$ cat src/rtl/exc_pkg.sv
package exc_pkg;
   // number of fault sources, one per stage from fetch to memory
   localparam int NSRC   = 4;
   localparam int CODE_W = 3;

   typedef enum logic [CODE_W-1:0] {
      CAUSE_IRQ     = 3'd0,
      CAUSE_FETCH   = 3'd1,
      CAUSE_ILLEGAL = 3'd2,
      CAUSE_OVF     = 3'd3,
      CAUSE_DADDR   = 3'd4
   } cause_e;

   // bit i set: fault found in stage i (0 fetch .. 3 memory)
   typedef logic [NSRC-1:0] flag_t;
endpackage

$ cat src/rtl/exc_stage_reg.sv
module exc_stage_reg
   import exc_pkg::*;
#(
   parameter int PC_W = 32
) (
   input  logic            clk,
   input  logic            rst_n,
   input  logic            kill_i,
   input  logic            in_valid_i,
   input  logic [PC_W-1:0] in_pc_i,
   input  flag_t           in_flags_i,
   output logic            out_valid_o,
   output logic [PC_W-1:0] out_pc_o,
   output flag_t           out_flags_o
);
   always_ff @(posedge clk) begin
      if (!rst_n) begin
         out_valid_o <= 1'b0;
         out_pc_o    <= '0;
         out_flags_o <= '0;
      end else if (kill_i) begin
         // squashed slot becomes a bubble with no pending fault
         out_valid_o <= 1'b0;
         out_flags_o <= '0;
      end else begin
         out_valid_o <= in_valid_i;
         out_pc_o    <= in_pc_i;
         out_flags_o <= in_valid_i ? in_flags_i : '0;
      end
   end


   bubble_clean_chk: assert property (@(posedge clk) disable iff (!rst_n)
      !out_valid_o |-> (out_flags_o == '0));
endmodule

$ cat src/rtl/exc_cause_sel.sv
module exc_cause_sel
   import exc_pkg::*;
(
   input  flag_t  flags_i,
   input  logic   irq_i,
   output logic   exc_o,
   output cause_e cause_o
);
   always_comb begin
      exc_o   = |flags_i;
      cause_o = CAUSE_IRQ;
      if (!irq_i) begin
         // scan from the latest stage down so the earliest fault wins
         for (int i = NSRC - 1; i >= 0; i--) begin
            if (flags_i[i]) cause_o = cause_e'(CODE_W'(i + 1));
         end
      end
   end
endmodule

$ cat src/rtl/exc_csr.sv
module exc_csr
   import exc_pkg::*;
#(
   parameter int              PC_W       = 32,
   parameter logic [PC_W-1:0] HANDLER_PC = '0
) (
   input  logic              clk,
   input  logic              rst_n,
   input  logic              take_i,
   input  cause_e            cause_i,
   input  logic              commit_valid_i,
   input  logic [PC_W-1:0]   commit_pc_i,
   output logic [CODE_W-1:0] cause_o,
   output logic [PC_W-1:0]   epc_o,
   output logic              redirect_o,
   output logic [PC_W-1:0]   redirect_pc_o,
   output logic              wb_valid_o,
   output logic [PC_W-1:0]   wb_pc_o
);
   always_ff @(posedge clk) begin
      if (!rst_n) begin
         cause_o    <= '0;
         epc_o      <= '0;
         redirect_o <= 1'b0;
         wb_valid_o <= 1'b0;
         wb_pc_o    <= '0;
      end else begin
         redirect_o <= take_i;
         wb_valid_o <= commit_valid_i && !take_i;
         if (take_i) begin
            cause_o <= cause_i;
            epc_o   <= commit_pc_i;
         end
         if (commit_valid_i && !take_i) wb_pc_o <= commit_pc_i;
      end
   end

   assign redirect_pc_o = HANDLER_PC;


   redirect_pair_chk: assert property (@(posedge clk) disable iff (!rst_n)
      redirect_o |-> !wb_valid_o);
endmodule

$ cat src/rtl/exc_commit_unit.sv
module exc_commit_unit
   import exc_pkg::*;
#(
   parameter int              PC_W       = 32,
   parameter logic [PC_W-1:0] HANDLER_PC = 32'h0000_0180
) (
   input  logic              clk,
   input  logic              rst_n,
   input  logic              fe_valid_i,
   input  logic [PC_W-1:0]   fe_pc_i,
   input  logic              fe_fault_i,
   input  logic              id_illegal_i,
   input  logic              ex_ovf_i,
   input  logic              mem_daddr_i,
   input  logic              irq_i,
   output logic              take_o,
   output logic              kill_o,
   output logic              redirect_o,
   output logic [PC_W-1:0]   redirect_pc_o,
   output logic [CODE_W-1:0] cause_o,
   output logic [PC_W-1:0]   epc_o,
   output logic              wb_valid_o,
   output logic [PC_W-1:0]   wb_pc_o
);
   // stage registers: 0 decode, 1 execute, 2 memory (commit)
   localparam int NSTG = NSRC - 1;
   localparam int CMT  = NSTG - 1;

   if (PC_W < 2 || PC_W > 64) begin : g_pcw_bad
      $error("exc_commit_unit: PC_W out of range");
   end
   if (NSTG < 1) begin : g_stg_bad
      $error("exc_commit_unit: need at least one stage register");
   end

   logic            sv  [NSTG];
   logic [PC_W-1:0] spc [NSTG];
   flag_t           sfl [NSTG];
   logic [NSTG-1:0] det;
   flag_t           cflags;
   logic            exc;
   cause_e          csel;
   logic            take;

   // det[k]: fault discovered for the instruction now in stage k
   assign det = {mem_daddr_i, ex_ovf_i, id_illegal_i};

   for (genvar k = 0; k < NSTG; k++) begin : g_stage
      logic            in_v;
      logic [PC_W-1:0] in_pc;
      flag_t           in_fl;
      if (k == 0) begin : g_head
         assign in_v  = fe_valid_i;
         assign in_pc = fe_pc_i;
         assign in_fl = flag_t'(fe_fault_i);
      end else begin : g_body
         assign in_v  = sv[k-1];
         assign in_pc = spc[k-1];
         assign in_fl = sfl[k-1] | (flag_t'(det[k-1] & sv[k-1]) << k);
      end
      exc_stage_reg #(.PC_W(PC_W)) u_reg (
         .clk         (clk),
         .rst_n       (rst_n),
         .kill_i      (take),
         .in_valid_i  (in_v),
         .in_pc_i     (in_pc),
         .in_flags_i  (in_fl),
         .out_valid_o (sv[k]),
         .out_pc_o    (spc[k]),
         .out_flags_o (sfl[k])
      );
   end

   assign cflags = sv[CMT] ? (sfl[CMT] | (flag_t'(det[CMT]) << NSTG)) : '0;

   exc_cause_sel u_sel (
      .flags_i (cflags),
      .irq_i   (irq_i),
      .exc_o   (exc),
      .cause_o (csel)
   );

   assign take   = sv[CMT] && (irq_i || exc);
   assign take_o = take;
   assign kill_o = take;

   exc_csr #(.PC_W(PC_W), .HANDLER_PC(HANDLER_PC)) u_csr (
      .clk            (clk),
      .rst_n          (rst_n),
      .take_i         (take),
      .cause_i        (csel),
      .commit_valid_i (sv[CMT]),
      .commit_pc_i    (spc[CMT]),
      .cause_o        (cause_o),
      .epc_o          (epc_o),
      .redirect_o     (redirect_o),
      .redirect_pc_o  (redirect_pc_o),
      .wb_valid_o     (wb_valid_o),
      .wb_pc_o        (wb_pc_o)
   );


   take_needs_commit_chk: assert property (@(posedge clk) disable iff (!rst_n)
      take_o |-> sv[CMT]);

   idle_irq_ignored_chk: assert property (@(posedge clk) disable iff (!rst_n)
      (!sv[CMT] && irq_i) |=> (redirect_o == 1'b0));

   irq_cause_chk: assert property (@(posedge clk) disable iff (!rst_n)
      (take_o && irq_i) |=> (cause_o == CAUSE_IRQ));

   epc_capture_chk: assert property (@(posedge clk) disable iff (!rst_n)
      take_o |=> (epc_o == $past(spc[CMT])));

   flush_all_chk: assert property (@(posedge clk) disable iff (!rst_n)
      take_o |=> (!sv[0] && !sv[1] && !sv[CMT] && !wb_valid_o));

   redirect_follow_chk: assert property (@(posedge clk) disable iff (!rst_n)
      take_o |=> redirect_o);
endmodule

$ cat config.mk
export PLATFORM = sky130hd
export DESIGN_NAME = exc_commit_unit
export DESIGN_NICKNAME = d
export VERILOG_FILES = /design/src/rtl/exc_pkg.sv /design/src/rtl/exc_stage_reg.sv /design/src/rtl/exc_cause_sel.sv /design/src/rtl/exc_csr.sv /design/src/rtl/exc_commit_unit.sv
export SDC_FILE = /design/constraint.sdc
export NUM_CORES = 1
export LEC_CHECK = 0
export BUFFER_PORTS_ARGS = -buffer_cell sky130_fd_sc_hd__buf_2
export CORE_ASPECT_RATIO = 1.4
export CORE_MARGIN = 1
export CORE_UTILIZATION = 45
export CTS_CLUSTER_SIZE = 30
export DETAILED_ROUTE_END_ITERATION = 16
export PLACE_DENSITY = 0.73
export SLEW_MARGIN = 5
export SYNTH_ARGS = -nofsm -noshare
export SYNTH_HDL_FRONTEND = slang
export SYNTH_SLANG_ARGS = --single-unit
$ cat constraint.sdc
create_clock -name clk -period 5 [get_ports clk]
set_input_delay 0.75 -clock clk [delete_from_list [all_inputs] [get_ports clk]]
set_output_delay 0.75 -clock clk [all_outputs]
set_load 0.005 [all_outputs]
==> results by group <==
Outcome
  • Status: complete, no violations

Timing
  • # setup viols final: 0
  • Fin crit period: 2.98 ns
  • Worst-Margin Slew: 1.04 ns
  • Fmax: 336 MHz
  • Setup TNS: 0 ns
  • Clock Skew: 0.00714 ns
  • Slew margin rel.: 0.308
  • Unrepaired setup endpoints after global routing: false
  • Final Hold Fails: 0
  • Max Slew Vio Count: 0
  • Final period util: 0.595

Clock tree
  • CTS root buf: clkbuf_16
  • H-tree depth: 4
  • PostCTS Resize Cnt: 0
  • Clk Latency, worst-skew pair: 0.44 ns
  • TritonCTS clock tree: built
  • Clock Sinks: 174
  • Post-CTS Setup Bufs: 0
  • Clock Pin Slew Worst Setup and Hold Paths: 0.06 ns
  • CTS Buf Count: 17
  • CTS Buffer Depth: 2
  • Hold_buf cts: 0

Global routing
  • Initial antenna violation count: 2
  • GRT overflow: 0
  • First-pass GRT wire length: 36.1 mm
  • Largest net degree at the start of global routing: 199
  • GRT Overall Usage: 0.213
  • Number of global-route vias before repair: 7005

Detailed routing
  • DR WL/cell: 16.8 µm
  • Remaining DRCs: 0
  • Final ANT Viol Nets: 0
  • Total routed wirelength: 22.2 mm
  • First-pass DRT Iterations: 5
  • Post-DR vias/cell: 6.30
  • Vias: 8319
  • Initial DRC count: 899

Worst hold path
  • HP Class: flop to flop

Floorplan
  • Die Y: 170 µm
  • Die area: 20800 µm²
  • # rows: 61
  • # IOs: 143
  • Die span in x: 122 µm
  • Core Area: 19800 µm²
  • Initial Util: 0.458

Critical path
  • Worst Path Max Fanout: 23
  • Crit. Startpoint: irq_i
  • Worst EP required: 4.25 ns
  • Worst setup SP type: input pin
  • CP endpoint kind: output port
  • Critical path class: input pin to output port
  • Reg-to-reg critical path startpoint: g_stage[2].u_reg.out_valid_o
  • Slack of the worst reg-to-reg path: 2.52 ns
  • RR Endpoint: u_csr.wb_pc_o[25]
  • CP endpoint: take_o
  • Critical Path AT: 2.23 ns
  • Worst R2R Path Depth: 4

Cells and area
  • Share of layout cells above drive strength 1: 0.147
  • Area taken by multi-input logic gates: 4880 µm²
  • FF+latch area: 3490 µm²
  • Syn-to-layout area delta: 9.39%
  • Fin nets: 1095
  • Filler Cell Count: 1883
  • Util after Layout: 0.500

Logic synthesis
  • Register area share after synthesis: 0.384
  • Yosys cell types: 31
  • Synth warnings: 0
  • Post-synthesis register bit count: 174
  • Avg Inst Size Synth: 8.52 µm²
  • Post-Syn Area: 9080 µm²
  • Post-Syn Instances: 1065

Placement
  • Final HPWL DP: 12.2 mm
  • GPL Wtd Cong: 0.734
  • I/O Buffers: 110

Power
  • Pwr dens: 306 nW/µm²
  • Final Power: 3040 µW
  • Leak: 0.00394 µW
  • Worst vdd ir: 0.170 mV

Job
  • Max Cap Viol: 0
-- synthesized netlist by cell type --
master    count  area, µm²
o211ai_1      1       7.51
a21oi_1       3       15.0
mux2i_1      33        330
nand3_1     134        671
a211oi_1      1       7.51
nand3b_1      1       7.51
or4_1         1       7.51
clkbuf_1    135        507
buf_4        33        248
buf_2         4       20.0
o21ai_1       1       5.00
buf_6         3       33.8
and3_1        3       18.8
nand4_1      95        594
and4_1       95        832
o21ai_0       1       5.00
nor4_1        2       12.5
nand4b_1    127       1110
nor3_4        1       16.3
inv_1         2       7.51
nand2_1      67        251
a31oi_1     127        795
inv_2         1       3.75
a311o_1       1       10.0
o32ai_1       1       8.76
buf_1         5       18.8
conb_1        2       7.51
nor3_1        1       5.00
clkinv_1      1       3.75
dfxtp_1     174       3480
nor2_1        9       33.8
-- how the worst min path moves through the flow --
| stage | cells after the start | slack (ns) | start | endpoint |
|---|---|---|---|---|
| floorplan | 2 | 0.42 | g_stage[1].u_reg.out_flags_o[0] | g_stage[2].u_reg.out_flags_o[0] |
| global placement | 2 | 0.42 | g_stage[1].u_reg.out_flags_o[1] | g_stage[2].u_reg.out_flags_o[1] |
| detailed placement | 2 | 0.43 | g_stage[1].u_reg.out_flags_o[1] | g_stage[2].u_reg.out_flags_o[1] |
| CTS | 2 | 0.44 | g_stage[0].u_reg.out_flags_o[0] | g_stage[1].u_reg.out_flags_o[0] |
| global route | 2 | 0.45 | g_stage[1].u_reg.out_flags_o[1] | g_stage[2].u_reg.out_flags_o[1] |
| finish | 2 | 0.44 | g_stage[0].u_reg.out_flags_o[0] | g_stage[1].u_reg.out_flags_o[0] |
-- state kept, by name, indices dropped and copies added (netlist names) --
name                       cells
g_stage.u_reg.out_pc_o        96
u_csr.epc_o                   32
u_csr.wb_pc_o                 32
g_stage.u_reg.out_flags_o      6
g_stage.u_reg.out_valid_o      3
u_csr.cause_o                  3
u_csr.redirect_o               1
u_csr.wb_valid_o               1
-- through the flow --
stage / setup WS [ns] / hold slack, ns / instances / instance area [µm²]
4_1_cts: 2.04 / 0.445 / 1320 / 9930
2_1_floorplan: 2.34 / 0.421 / 1095 / 9190
6_report: 2.02 / 0.443 / 1321 / 9930
3_5_place_dp: 2.05 / 0.433 / 1288 / 9380
3_3_place_gp: 2.06 / 0.423 / 1288 / 9380
5_1_grt: 1.90 / 0.455 / 1321 / 9930
-- metal layers --
metal / track usage / wire length (µm) / part of all wire / vias to the layer above
li1: - / - / - / 4110
met1: 0.306 / 10600 / 0.48 / 3945
met2: 0.301 / 9820 / 0.44 / 238
met3: 0.0536 / 1330 / 0.060 / 24
met4: 0.0789 / 408 / 0.018 / 2
met5: 0 / 13 / 0.00059 / -
-- final cells by class --
cell class,instances,share of cell area
multi-input cells,737,0.491
clock inverters,13,0.0117
inverters,4,0.00176
repair buffers,121,0.0688
clock buffers,19,0.0436
diodes,1,0.000252
flip-flops and latches,174,0.351
well taps,252,0.0318
-- kinds of logic (layout without fill, tap and decap cells) --
| group | after synthesis | count (layout) | share of synthesized area |
|---|---|---|---|
| simple gates | 536 | 536 | 0.392 |
| mux | 33 | 33 | 0.0364 |
| compound gates | 136 | 136 | 0.0940 |
| buf+inv | 184 | 157 | 0.0928 |
| other cells | 2 | 33 | 0.000827 |
| flops | 174 | 174 | 0.384 |
-- layout by cell type (no fill, tap or decap), types with 2 or more instances in the layout --
cell / count
a21oi_1: 3
a31oi_1: 127
and3_1: 3
and4_1: 95
buf_12: 3
buf_2: 108
buf_4: 9
clkbuf_1: 2
clkbuf_16: 17
clkinv_2: 4
clkinv_4: 2
clkinvlp_4: 3
conb_1: 32
dfxtp_1: 173
inv_1: 2
inv_6: 3
mux2i_1: 33
nand2_1: 67
nand3_1: 134
nand4_1: 95
nand4b_1: 127
nor2_1: 9
-- power breakdown --
group | internal, µW | switching, µW
Sequential | 1450 | 62.8
Combinational | 89.9 | 176
Clock | 687 | 577
Total | 2230 | 817
-- critical path, cell delays in order --
cell,delay (ns)
buf_2,0.13
or4_4,0.69
o21ai_1,0.35
inv_2,0.15
buf_2,0.15
No activity file was read; power rests on OpenSTA's default activity.
